[src/rtl/edge_flag_pkg.sv]
// Shared types for the dual-input edge flag.
// Assumes: nothing beyond being compiled before its users.
package edge_flag_pkg;
    // Which transition an edge detector reports.
    typedef enum logic {EDGE_RISE = 1'b0, EDGE_FALL = 1'b1} edge_kind_e;
    // Which event wins when set and clear coincide.
    typedef enum logic {WIN_SET = 1'b0, WIN_CLEAR = 1'b1} win_e;
endpackage

[src/rtl/level_sync.sv]
// Multi-flop synchronizer for one asynchronous level.
// Assumes: STAGES >= 2; input may change at any time relative to clk.
module level_sync #(
    parameter int STAGES = 2
) (
    input  logic clk,
    input  logic rst_n,
    input  logic async_in,
    output logic sync_out
);
    localparam int TOP = STAGES - 1;

    logic [TOP:0] chain_q;

    // Shift the raw level through the synchronizer chain.
    always_ff @(posedge clk) begin
        if (!rst_n) chain_q <= '0;
        else        chain_q <= {chain_q[TOP-1:0], async_in};
    end

    assign sync_out = chain_q[TOP];
endmodule

[src/rtl/edge_tap.sv]
// Detects one kind of transition on a synchronized level, giving a
// one-cycle event. Assumes: input is already in the clk domain.
module edge_tap #(
    parameter edge_flag_pkg::edge_kind_e KIND = edge_flag_pkg::EDGE_RISE
) (
    input  logic clk,
    input  logic rst_n,
    input  logic level,
    output logic evt
);
    logic prev_q;

    // Remember last cycle's level (the "old" sample).
    always_ff @(posedge clk) begin
        if (!rst_n) prev_q <= 1'b0;
        else        prev_q <= level;
    end

    generate
        if (KIND == edge_flag_pkg::EDGE_RISE) begin : g_rise
            assign evt = level & ~prev_q;
        end else begin : g_fall
            assign evt = ~level & prev_q;
        end
    endgenerate
endmodule

[src/rtl/flag_cell.sv]
// Single set/clear register, the only driver of the flag.
// Assumes: set and clear are one-cycle events in the clk domain.
module flag_cell #(
    parameter edge_flag_pkg::win_e WINNER = edge_flag_pkg::WIN_SET
) (
    input  logic clk,
    input  logic rst_n,
    input  logic set_evt,
    input  logic clr_evt,
    output logic q
);
    logic nxt;

    generate
        if (WINNER == edge_flag_pkg::WIN_SET) begin : g_set_first
            // Next value with set taking priority.
            always_comb begin
                if (set_evt)      nxt = 1'b1;
                else if (clr_evt) nxt = 1'b0;
                else              nxt = q;
            end
        end else begin : g_clr_first
            // Next value with clear taking priority.
            always_comb begin
                if (clr_evt)      nxt = 1'b0;
                else if (set_evt) nxt = 1'b1;
                else              nxt = q;
            end
        end
    endgenerate

    // Hold the flag state.
    always_ff @(posedge clk) begin
        if (!rst_n) q <= 1'b0;
        else        q <= nxt;
    end
endmodule

[src/rtl/edge_flag_monitor.sv]
// Top: flag raised by rising edges of mon_set and lowered by falling
// edges of mon_clr, both oversampled by clk. Assumes clk is several times
// faster than either monitored input and each level lasts >= 2 clk periods.
module edge_flag_monitor #(
    parameter int                  SYNC_STAGES = 2,
    parameter edge_flag_pkg::win_e WINNER      = edge_flag_pkg::WIN_SET
) (
    input  logic clk,
    input  logic rst_n,
    input  logic mon_set,
    input  logic mon_clr,
    output logic flag
);
    logic set_lvl, clr_lvl, set_evt, clr_evt;

    level_sync #(.STAGES(SYNC_STAGES)) u_sync_set (
        .clk(clk), .rst_n(rst_n), .async_in(mon_set), .sync_out(set_lvl));
    level_sync #(.STAGES(SYNC_STAGES)) u_sync_clr (
        .clk(clk), .rst_n(rst_n), .async_in(mon_clr), .sync_out(clr_lvl));

    edge_tap #(.KIND(edge_flag_pkg::EDGE_RISE)) u_tap_set (
        .clk(clk), .rst_n(rst_n), .level(set_lvl), .evt(set_evt));
    edge_tap #(.KIND(edge_flag_pkg::EDGE_FALL)) u_tap_clr (
        .clk(clk), .rst_n(rst_n), .level(clr_lvl), .evt(clr_evt));

    flag_cell #(.WINNER(WINNER)) u_flag (
        .clk(clk), .rst_n(rst_n), .set_evt(set_evt), .clr_evt(clr_evt),
        .q(flag));
endmodule

[config.mk]
export PLATFORM = sky130hd
export DESIGN_NAME = edge_flag_monitor
export DESIGN_NICKNAME = d
export VERILOG_FILES = /design/src/rtl/edge_flag_pkg.sv /design/src/rtl/level_sync.sv /design/src/rtl/edge_tap.sv /design/src/rtl/flag_cell.sv /design/src/rtl/edge_flag_monitor.sv
export SDC_FILE = /design/constraint.sdc
export NUM_CORES = 1
export LEC_CHECK = 0
export ABC_AREA = 1
export BUFFER_PORTS_ARGS = -buffer_cell sky130_fd_sc_hd__buf_4
export CAP_MARGIN = 20
export CORE_AREA = 2 2 39 41
export DETAILED_ROUTE_END_ITERATION = 10
export DIE_AREA = 0 0 41 43
export SYNTH_ARGS = -nofsm -noshare
export SYNTH_HDL_FRONTEND = slang
export SYNTH_SLANG_ARGS = --single-unit
[constraint.sdc]
create_clock -name clk -period 0.8 [get_ports clk]
set_input_delay 0.04 -clock clk [delete_from_list [all_inputs] [get_ports clk]]
set_output_delay 0.04 -clock clk [all_outputs]
set_load 0.1 [all_outputs]
==> results.sh <==
export IMPL_r2r_end="u_flag.q"
export IMPL_grt_pass1_vias=150
export IMPL_antenna_found_initial=0
export IMPL_utilization_pct=23.8
export IMPL_syn_num_nets=32
export IMPL_critPathLaunchType="flop"
export IMPL_cts_sinks=7
export IMPL_synth_top_cell_area_share_pct=63.3
export IMPL_worst_path_max_fanout=2
export IMPL_critPathSlowestCell="dfxtp_4"
export IMPL_final_common_cell="nand2_1"
export IMPL_ios=5
export IMPL_clkLatencyLatePin_ps=240
export IMPL_placed_area_um2=270
export IMPL_ys_top_cells_by_area="dfxtp_1 63%, nand2_1 17%, inv_1 15%"
export IMPL_synthesis_instances=28
export IMPL_fin_cells=53
export IMPL_core_rowCount=14
export IMPL_crit_path_cell_trace="buf_12"
export IMPL_grt_pass1_wl_um=510
export IMPL_rsz0062_at_grt="yes"
export IMPL_wl_per_cell_um=5.25
export IMPL_dieArea_um2=1760
export IMPL_hold_path_end="u_sync_clr.chain_q[1]"
export IMPL_r2r_slack_ps=180
export IMPL_vias=173
export IMPL_cp_slowest_stage_delay_ps=350
export IMPL_leakagePower_nw=0.188
export IMPL_yosysUniqueCellTypes=5
export IMPL_worst_slack_ps=-1.30
export IMPL_avgSynthCellArea_um2=7.91
export IMPL_critical_path_arrival_ps=760
export IMPL_groute_usage_overall_pct=5.14
export IMPL_port_buffers=4
export IMPL_nNetsFinal=42
export IMPL_power_density_nw_per_um2=2260
export IMPL_grt_overflow=0
export IMPL_layout_common_cells="10 x nand2_1, 9 x inv_1, 6 x dfxtp_1, 3 x clkbuf_4, 3 x buf_4"
export IMPL_drt_vias_per_instance=3.26
export IMPL_combPwrFrac_pct=9.4
export IMPL_fin_crit_ps=801
export IMPL_relSlewSlack_pct=94.4
export IMPL_hpwl_um=195
export IMPL_drive_above_1_share_pct=21.6
export IMPL_finClkSkew_ps=4.16
export IMPL_crit_type="flop to output pin"
export IMPL_setup_viol=1
export IMPL_endpoint_kind="output pin"
export IMPL_synth_seq_cells=7
export IMPL_worstHoldStart="rst_n"
export IMPL_area_growth_pct=48.6
export IMPL_fin_crit_sh_pct=100
export IMPL_hold_viol_final=0
export IMPL_rr_startpoint="u_flag.q"
export IMPL_dp_cells=47
export IMPL_ant_nets=0
export IMPL_ys_warn_count=0
export IMPL_synth_largest_area_cell="dfxtp_1"
export IMPL_ys_seq_area_share_pct=63.3
export IMPL_path_delay_family="flip-flops"
export IMPL_gp_congestion=0.581
export IMPL_antenna_cells=0
export IMPL_die_w_um=41
export IMPL_power_frac_seq_pct=49.7
export IMPL_wl_um=278
export IMPL_drc_errors=0
export IMPL_internal_power_w=0.000586
export IMPL_status="finished with violations"
export IMPL_start_util_pct=16.0
export IMPL_worstHoldPathCells=3
export IMPL_drv_cap=0
export IMPL_grt_max_degree=9
export IMPL_swShare_pct=21.3
export IMPL_h_tree_depth=1
export IMPL_first_pass_iters=2
export IMPL_switchingPower_w=0.000159
export IMPL_hold_class="input port to flop"
export IMPL_stdcell_area_um2=329
export IMPL_violations="setup timing"
export IMPL_core_um2=1380
export IMPL_ir_drop_mv=0.870
export IMPL_drt_iter0_drc=7
export IMPL_ctsLongestPathBuffers=2
export IMPL_critPathBufInv=1
export IMPL_drv_slew=0
export IMPL_clock_power_share_pct=41.0
export IMPL_max_freq_mhz=1250
export IMPL_rr_worst_depth=4
export IMPL_syn_area_um2=221
export IMPL_tightestPinTransition_ps=83.5
export IMPL_cts_buffers=3
export IMPL_postCtsSetupBuffers=0
export IMPL_cts_tree="built"
export IMPL_worst_ep_required_time_ps=760
export IMPL_clk_pin_slew_ps=50
export IMPL_die_height_um=43
export IMPL_clockRootBuffer="clkbuf_4"
-- power groups by stage --
stage	sequential [W]	clock, W	combinational [W]
floorplan	0.000395	0	0.0000183
global placement	0.000374	0	0.0000542
detailed placement	0.000375	0	0.0000556
CTS	0.000370	0.000321	0.0000702
global route	0.000371	0.000343	0.0000769
finish	0.000370	0.000305	0.0000696
-- cells by family after synthesis --
group	synth area share, %
simple gates	19.2
buf+inv	17.5
flops	63.3
-- sequential cells by signal, summed over array words and instances (netlist names) --
name / count
u_tap_set.prev_q: 1
u_tap_clr.prev_q: 1
u_sync_clr.chain_q: 2
u_sync_set.chain_q: 2
u_flag.q: 1
-- cells in the mapped netlist --
master / count
nand3_1: 1
inv_1: 9
dfxtp_1: 7
nand2_1: 10
buf_2: 1
-- layout make-up --
type / instances / area, um^2
inverter: 9 / 33.8
tap: 16 / 20.0
fill: 157 / 1050
sequential: 7 / 144
timing repair buffer: 6 / 62.6
multi-input combinational: 11 / 42.5
clock buffer: 4 / 26.3
-- per-layer routing --
| metal | global-route usage [%] | vias to the layer above | wire [um] | share of wire, % |
|---|---|---|---|---|
| met5 | 0 | - | 0 | 0 |
| met4 | 2.00 | 0 | 0 | 0 |
| met3 | 7.85 | 0 | 31 | 11 |
| met2 | 6.56 | 7 | 115 | 41 |
| met1 | 3.91 | 73 | 131 | 47 |
| li1 | - | 93 | - | - |
-- per-stage QoR --
stage	worst slack (ps)	setup TNS (ps)	hold slack [ps]	total power, W
after floorplan	17.2	0	133	0.000413
after global placement	167	0	217	0.000429
after detailed placement	162	0	224	0.000431
after CTS	-16.0	-16.0	34.3	0.000761
after global routing	-25.8	-25.8	64.1	0.000791
final	-1.30	-1.30	38.1	0.000744
-- how the worst max path moves through the flow --
stage / start / end / slack (ps) / depth (start not counted)
floorplan: u_flag.q / u_flag.q / 20 / 4
global route: u_flag.q / flag / -30 / 1
finish: u_flag.q / flag / -1 / 1
CTS: u_flag.q / flag / -20 / 1
detailed placement: u_flag.q / flag / 160 / 1
global placement: u_flag.q / flag / 170 / 1
-- worst min-delay path, delay by kind of cell --
kind / cells / cell delay [ps]
buf+inv: 2 / 170
simple gates: 1 / 50
-- repair_timing --
action	4_1_cts	5_1_grt
resized for setup	3	0
gates cloned	0	0
pin swaps	0	0
endpoints found under the hold margin	2	0
hold buffers	2	0
endpoints found under the setup margin	1	1
Note: power is estimated with default switching activity, not from simulation.
